<file path="src/rtl/rev_pkg.sv">
package rev_pkg;

  localparam int DATA_W     = 4;
  localparam int SPY_W      = 2;
  localparam int LINES      = DATA_W + SPY_W;
  localparam int FWD_LEVELS = 4;
  localparam int DEPTH      = 2 * FWD_LEVELS + 1;
  localparam int IDX_W      = $clog2(LINES);

  localparam int L_A  = 0;
  localparam int L_B  = 1;
  localparam int L_C  = 2;
  localparam int L_D  = 3;
  localparam int L_S1 = DATA_W;
  localparam int L_S2 = DATA_W + 1;

  typedef logic [LINES-1:0] lines_t;

  typedef enum logic [1:0] {
    G_TOF   = 2'd0,
    G_FRED  = 2'd1,
    G_CNOT  = 2'd2,
    G_COPY2 = 2'd3
  } gate_kind_e;

  // p0/p1/p2/p3 meaning per kind:
  //   TOF  : controls p0,p1, target p2
  //   FRED : control p0, swapped pair p1,p2
  //   CNOT : control p0, target p1
  //   COPY2: p0 -> p1 and p2 -> p3
  typedef struct packed {
    gate_kind_e       kind;
    logic [IDX_W-1:0] p0;
    logic [IDX_W-1:0] p1;
    logic [IDX_W-1:0] p2;
    logic [IDX_W-1:0] p3;
  } gate_t;

  function automatic gate_t mk(gate_kind_e k, int a, int b, int c, int d);
    gate_t g;
    g.kind = k;
    g.p0   = IDX_W'(a);
    g.p1   = IDX_W'(b);
    g.p2   = IDX_W'(c);
    g.p3   = IDX_W'(d);
    return g;
  endfunction

  function automatic gate_t fwd_gate(int k);
    case (k)
      0:       return mk(G_TOF,  L_A, L_B, L_C, 0);
      1:       return mk(G_FRED, L_C, L_B, L_D, 0);
      2:       return mk(G_CNOT, L_A, L_D, 0,   0);
      default: return mk(G_TOF,  L_B, L_D, L_C, 0);
    endcase
  endfunction

  // Mirror: level DEPTH-1-k repeats forward gate k.
  function automatic gate_t level_gate(int lvl);
    if (lvl < FWD_LEVELS)       return fwd_gate(lvl);
    else if (lvl == FWD_LEVELS) return mk(G_COPY2, L_C, L_S1, L_D, L_S2);
    else                        return fwd_gate(DEPTH - 1 - lvl);
  endfunction

endpackage

</file>
<file path="src/rtl/rev_gate.sv">
module rev_gate
  import rev_pkg::*;
#(
  parameter gate_t G = mk(G_CNOT, 0, 1, 0, 0)
) (
  input  lines_t din,
  output lines_t dout
);

  always_comb begin
    dout = din;
    case (G.kind)
      G_TOF:   dout[G.p2] = din[G.p2] ^ (din[G.p0] & din[G.p1]);
      G_FRED: begin
        if (din[G.p0]) begin
          dout[G.p1] = din[G.p2];
          dout[G.p2] = din[G.p1];
        end
      end
      G_CNOT:  dout[G.p1] = din[G.p1] ^ din[G.p0];
      default: begin
        dout[G.p1] = din[G.p1] ^ din[G.p0];
        dout[G.p3] = din[G.p3] ^ din[G.p2];
      end
    endcase
  end

endmodule

</file>
<file path="src/rtl/rev_stage.sv">
module rev_stage
  import rev_pkg::*;
#(
  parameter gate_t G = mk(G_CNOT, 0, 1, 0, 0)
) (
  input  logic   clk,
  input  logic   rst_n,
  input  logic   adv,
  input  logic   in_vld,
  input  lines_t in_lines,
  output logic   out_vld,
  output lines_t out_lines
);

  lines_t gated;

  rev_gate #(.G(G)) i_gate (
    .din  (in_lines),
    .dout (gated)
  );

  always_ff @(posedge clk) begin
    if (!rst_n)   out_vld <= 1'b0;
    else if (adv) out_vld <= in_vld;
  end

  always_ff @(posedge clk) begin
    if (adv) out_lines <= gated;
  end


  stage_hold_chk: assert property (@(posedge clk) disable iff (!rst_n)
    (!adv && out_vld) |=> (out_vld && $stable(out_lines)));

endmodule

</file>
<file path="src/rtl/rev_mirror_pipe.sv">
module rev_mirror_pipe
  import rev_pkg::*;
(
  input  logic              clk,
  input  logic              rst_n,
  input  logic              in_valid,
  output logic              in_ready,
  input  logic [DATA_W-1:0] in_data,
  input  logic [SPY_W-1:0]  in_spy,
  output logic              out_valid,
  input  logic              out_ready,
  output logic [DATA_W-1:0] out_data,
  output logic [SPY_W-1:0]  out_spy
);

  lines_t line [DEPTH+1];
  logic   vld  [DEPTH+1];
  logic   adv;

  assign line[0] = {in_spy, in_data};
  assign vld[0]  = in_valid;
  assign adv     = out_ready || !vld[DEPTH];
  assign in_ready = adv;

  for (genvar k = 0; k < DEPTH; k++) begin : g_lvl
    rev_stage #(.G(level_gate(k))) i_stage (
      .clk       (clk),
      .rst_n     (rst_n),
      .adv       (adv),
      .in_vld    (vld[k]),
      .in_lines  (line[k]),
      .out_vld   (vld[k+1]),
      .out_lines (line[k+1])
    );

    if (k > FWD_LEVELS) begin : g_mirror_chk
      // uncompute levels never disturb the copied results
      spy_kept_chk: assert property (@(posedge clk) disable iff (!rst_n)
        (adv && vld[k]) |=>
          (line[k+1][LINES-1:DATA_W] == $past(line[k][LINES-1:DATA_W])));
    end else if (k == FWD_LEVELS) begin : g_copy_chk
      // the copy level leaves the data lines as they were
      data_kept_chk: assert property (@(posedge clk) disable iff (!rst_n)
        (adv && vld[k]) |=>
          (line[k+1][DATA_W-1:0] == $past(line[k][DATA_W-1:0])));
    end
  end

  assign out_valid = vld[DEPTH];
  assign out_data  = line[DEPTH][DATA_W-1:0];
  assign out_spy   = line[DEPTH][LINES-1:DATA_W];


  spy_zero_chk: assert property (@(posedge clk) disable iff (!rst_n)
    in_valid |-> (in_spy == '0));


  out_hold_chk: assert property (@(posedge clk) disable iff (!rst_n)
    (out_valid && !out_ready) |=>
      (out_valid && $stable(out_data) && $stable(out_spy)));

endmodule

</file>
<file path="config.mk">
export PLATFORM = sky130hd
export DESIGN_NAME = rev_mirror_pipe
export DESIGN_NICKNAME = d
export VERILOG_FILES = /design/src/rtl/rev_pkg.sv /design/src/rtl/rev_gate.sv /design/src/rtl/rev_stage.sv /design/src/rtl/rev_mirror_pipe.sv
export SDC_FILE = /design/constraint.sdc
export NUM_CORES = 1
export LEC_CHECK = 0
export BUFFER_PORTS_ARGS = -buffer_cell sky130_fd_sc_hd__buf_2
export CORE_AREA = 2 2 130 81
export DETAILED_ROUTE_END_ITERATION = 7
export DIE_AREA = 0 0 132 83
export PLACE_DENSITY = 0.43
export SYNTH_ARGS = -nofsm -noshare
export SYNTH_HDL_FRONTEND = slang
export SYNTH_HIERARCHICAL = 1
export SYNTH_SLANG_ARGS = --single-unit
</file>
<file path="constraint.sdc">
create_clock -name clk -period 2.9 [get_ports clk]
set_input_delay 0.145 -clock clk [delete_from_list [all_inputs] [get_ports clk]]
set_output_delay 0.145 -clock clk [all_outputs]
set_load 0.03 [all_outputs]
</file>
=== Word-level counts from Yosys, hierarchy flattened ===
Cells that the tools add are included.

* Word-level logic and storage cells: 36
* Memories kept: 0
* Latch bits: 0
* Memory bits (read-only): 0
* Output and inout bits: 8
* Input port bits: 10
* Memory bits (writable): 0
* Flip-flop bits (word level): 63

* Div/mod/pow operators: 0
* Eq/ne operators: 0
* Shift-type cells: 0
* Magnitude comparators: 0
* Muxes and demuxes: 4
* Add/subtract/negate cells: 0
* Bitwise logic cells: 12
* Multiply operators: 0
* Reductions and logical operators: 2

{| class="wikitable"
|+ Operator list
! cell !! number
|-
| 1-bit XOR || 8
|-
| 1-bit AND || 4
|-
| 1-bit 2-to-1 mux || 4
|-
| 1-bit zero test || 1
|-
| 1-bit logical OR || 1
|}

=== Longest topological paths before layout ===
* Depth after elaboration: 2
* Mapped depth: 3
* Depth with buffers taken out: 3

=== Modules after synthesis ===
The synthesis kept the hierarchy.

{| class="wikitable"
|+ Modules (own cells, without submodules)
! module !! cells each !! sequential area each (µm²) !! area an instance (µm²) !! times used
|-
| rev_stage || 9 || 200.2 || 216.5 || 9
|-
| rev_gate (g_lvl[0].i_stage.i_gate ...) || 7 || 0.0 || 50.0 || 4
|-
| rev_gate (g_lvl[1].i_stage.i_gate ...) || 6 || 0.0 || 52.6 || 2
|-
| rev_gate (g_lvl[2].i_stage.i_gate ...) || 6 || 0.0 || 46.3 || 2
|-
| rev_gate (g_lvl[4].i_stage.i_gate) || 6 || 0.0 || 47.5 || 1
|-
| rev_mirror_pipe || 1 || 0.0 || 6.3 || 1
|}

=== Worst setup path after synthesis ===
No wires, ideal clock.

* Path kind: reg-to-reg
* Start: register g_lvl[8].i_stage.out_vld
* End: register g_lvl[0].i_stage.out_vld
* Clock period less this slack: 2.705 ns
* Setup slack: 0.195 ns
* Library setup time: 0.127 ns
* Stages on the path, launching flop included: 4
* Arrival: 2.578 ns
* Path buffers: 0
* Required time: 2.773 ns
* Cell sequence: dfxtp_1 > nand2b_1 > mux2i_1 > nor2b_1

* Word-level cells in the longest chain between the ends: 2

{| class="wikitable"
|+ Ends and longest elaborated chain
! item !! line !! source
|-
| from (decl) || rev_stage.sv:11 || <nowiki>output logic out_vld,</nowiki>
|-
| from (signal assigned) || rev_stage.sv:24 || <nowiki>else if (adv) out_vld <= in_vld;</nowiki>
|-
| 1-bit zero test || rev_mirror_pipe.sv:22 || <nowiki>assign adv = out_ready || !vld[DEPTH];</nowiki>
|-
| 1-bit logical OR || rev_mirror_pipe.sv:22 ||
|-
| via in_ready || rev_mirror_pipe.sv:7 || <nowiki>output logic in_ready,</nowiki>
|-
| to (signal assigned) || rev_stage.sv:24 ||
|-
| to (decl) || rev_stage.sv:11 ||
|}

The timed path passes the listed nets, and every way through them passes these cells.
A chain may end at the register's enable or synchronous reset.

=== Worst setup path after layout ===
* Start: register g_lvl[8].i_stage.out_vld
* End: output in_ready

* Word-level cells in the longest chain between the ends: 2

{| class="wikitable"
|+ Ends and longest elaborated chain
! item !! line
|-
| 1-bit zero test || rev_mirror_pipe.sv:22
|-
| 1-bit logical OR || rev_mirror_pipe.sv:22
|-
| to (decl) || rev_mirror_pipe.sv:7
|}

No other way between the ends.

==> qor.log <==
[outcome] outcome completed
[timing] actual slew at the worst max-slew pin 0.690 ns
[clocking] H-tree level count 3
[route] detailed-router iteration count before antenna repair 4
[critical_path] Worst Setup End Kind output port
[power] switching fraction of total power 0.194
[clocking] count of buffers added by post-CTS timing repair for setup 0
[place] count of port buffers added during placement 17
[timing] final setup slack of the worst path 1.29 ns
[route] routed length per instance 9.43 microns
[timing] count of final max-slew check failures 0
[synth] gate count after technology mapping 140
[clocking] CTS max path bufs 2
[final_layout] most frequent cells in the layout 54 x sky130_fd_sc_hd__edfxtp_1, 17 x sky130_fd_sc_hd__buf_2
[critical_path] data arrival time of the worst path 1.47 ns
[final_layout] final cell count without fillers 272
[power] design internal power 1.94 mW
[synth] Ys Warns 6
[timing] worst clock skew 0.00489 ns
[power] maximum VDD drop 0.296 mV
[route] Vias 885
[timing] worst-case hold slack 0.0163 ns
[route] drt drc 0
[global_routing] overflow left after global routing 0
[timing] TNS Setup 0 ns
[critical_path] critical-path maximum fanout 27
[timing] max_slew headroom 0.540
[timing] crit path time final 1.61 ns
[floorplanning] die height 83 microns
[critical_path] Cell Chain, Critical Path nand2b_2 > buf_2
[timing] Final Hold Violating Endpoints 0
[min_path] startpoint of the most critical hold path in_data[0]
[final_layout] Util after Layout 0.278
[critical_path] required time worst endpoint 2.76 ns
[power] combinational cell fraction of total power 0.055
[place] number of cells after detailed placement 252
[clocking] Num CTS Buffers 9
[critical_path] worst reg2reg endpoint g_lvl[8].i_stage/out_lines[4]
[critical_path] startpoint of the lowest-slack register-to-register path g_lvl[8].i_stage/out_vld
[power] total power after layout 2.41 mW
[clocking] Clock Pin Slew Worst Setup and Hold Paths 0.05 ns
[synth] count of cell types in the netlist 10
[final_layout] post-layout net count 142
[critical_path] Reg2Reg Setup Slack 1.32 ns
[place] area after detailed placement 2360 sq um
[final_layout] diode count 0
[clocking] insertion delay of the later-clocked pin in the worst-skew pair 0.32 ns
[min_path] hold-critical path depth 1
[critical_path] Largest stage delay, worst path 0.50 ns
[place] sum of net half-perimeters after detailed placement 1570 microns
[flow_run] maxcap violations 0
[place] routability cong. 0.633
[critical_path] WP buf/inv 1
[synth] sequential area share after synthesis 0.751
[power] Flop pwr share 0.492
[route] post-route antenna net violation count 0
[floorplanning] Core Rows 28
[floorplanning] Initial Utilization 0.247
[global_routing] pin count of the biggest net entering global routing 28
[critical_path] slowest cell on the critical path sky130_fd_sc_hd__nand2b_2
[route] Iter 0 DRT Violations 33
[clocking] TritonCTS clock tree yes
[timing] Final setup viols 0
[final_layout] area overhead of the layout relative to synthesis 12.6%
[final_layout] post-route cell area 2700 sq um
[synth] post-synthesis register bit count 63
[synth] per-instance average area after synthesis 17.1 sq um
[synth] Post-Synthesis Cell Area 2400 sq um
[floorplanning] number of I/O pins 18
[critical_path] delay-heaviest family, CP simple AND/OR/NAND/NOR gates
[power] Cell Pwr Density 891 nW/um^2
[timing] final clock period utilization by the worst path 0.557
[clocking] total number of clock tree sinks 63
[global_routing] initial antenna violation count 0
[final_layout] most frequent standard cell in the layout excluding fill and tap cells sky130_fd_sc_hd__edfxtp_1
[floorplanning] die boundary width 132 microns
[final_layout] share of cells above drive strength 1 0.263
[global_routing] via count of the first global-routing pass 976
[place] worst setup slack after placement 1.30 ns
[global_routing] global-route wire length before repair 4420 microns
[clocking] root cell of the clock tree sky130_fd_sc_hd__clkbuf_16
[power] clock network fraction of design power 0.453
[floorplanning] area enclosed by the die boundary 11000 sq um
[critical_path] Levels on crit path 2
[route] final wirelength 2570 microns
[route] detailed-route vias per instance 3.25
[timing] unrepaired setup endpoints after global routing no
[synth] Synth Net Count 150
[power] cell leakage power 1.04 nW
[power] NetSw 0.467 mW
[min_path] worst hold path type input port to flop
[timing] maximum operating frequency 619 MHz
[critical_path] Worst Reg-to-Reg Cells 2
[global_routing] total global routing track utilization 0.0555
[floorplanning] Std-Cell Core Area 9700 sq um
[critical_path] Critical Path Start Type flop
[critical_path] type of the worst setup path flop to output port
[min_path] hold-critical path endpoint g_lvl[0].i_stage/out_lines[0]
[logic make-up (layout without fill, tap and decap cells)]
kind of cell,count (synthesis),count (layout),synth area share
xor+xnor,8,8,0.0292
buf+inv,42,39,0.131
flops,63,63,0.751
mux,13,13,0.0563
simple gates,14,14,0.0323
[sequential cells by signal, indices dropped and copies added (netlist names)]
register / cells
g_lvl.i_stage/out_lines: 54
g_lvl.i_stage/out_vld: 9
[worst register-to-register path, stage by stage (launching register included)]
cell	delay, ns
sky130_fd_sc_hd__dfxtp_1	0.32
sky130_fd_sc_hd__nand2b_2	0.50
sky130_fd_sc_hd__buf_4	0.43
[timing repair]
action,CTS,global route
hold buffers,4,0
endpoints found under the setup margin,0,0
resized for setup,0,0
endpoints found under the hold margin,4,0
[worst max path at each step]
stage                              from                             to  slack, ns
6_report       g_lvl[8].i_stage/out_vld                       in_ready       1.29
5_1_grt        g_lvl[8].i_stage/out_vld                       in_ready       1.17
4_1_cts        g_lvl[8].i_stage/out_vld                       in_ready       1.24
3_5_place_dp   g_lvl[8].i_stage/out_vld  g_lvl[8].i_stage/out_lines[2]       1.30
3_3_place_gp   g_lvl[8].i_stage/out_vld  g_lvl[8].i_stage/out_lines[3]       1.34
2_1_floorplan  g_lvl[8].i_stage/out_vld       g_lvl[0].i_stage/out_vld       0.19
[synth_stat cells]
cell type	n	area, sq um
sky130_fd_sc_hd__edfxtp_1	54	1620
sky130_fd_sc_hd__buf_4	42	315
sky130_fd_sc_hd__dfxtp_1	9	180
sky130_fd_sc_hd__mux2i_1	9	90.1
sky130_fd_sc_hd__nor2b_1	9	56.3
sky130_fd_sc_hd__mux2_2	4	45.0
sky130_fd_sc_hd__nand2_1	4	15.0
sky130_fd_sc_hd__xnor2_1	4	35.0
sky130_fd_sc_hd__xor2_1	4	35.0
sky130_fd_sc_hd__nand2b_1	1	6.26
[layer usage]
metal / track usage / part of all wire
met5: 0 / 0
met2: 0.0866 / 0.47
met3: 0.0409 / 0.093
met4: 0.0385 / 0.028
met1: 0.0506 / 0.41
[power groups by stage]
stage	Clock [mW]	Sequential (mW)	Combinational (mW)
CTS	1.12	1.19	0.136
global placement	0	1.20	0.130
detailed placement	0	1.20	0.131
floorplan	0	1.25	0.143
finish	1.09	1.18	0.133
global route	1.17	1.20	0.144
[layout make-up]
class	count	area, sq um
well taps	135	169
multi-input cells	35	285
clock inverters	5	72.6
flip-flops and latches	63	1800
fillers	987	7000
repair buffers	23	140
clock buffers	11	233
Note: power is estimated with default switching activity, not from simulation.
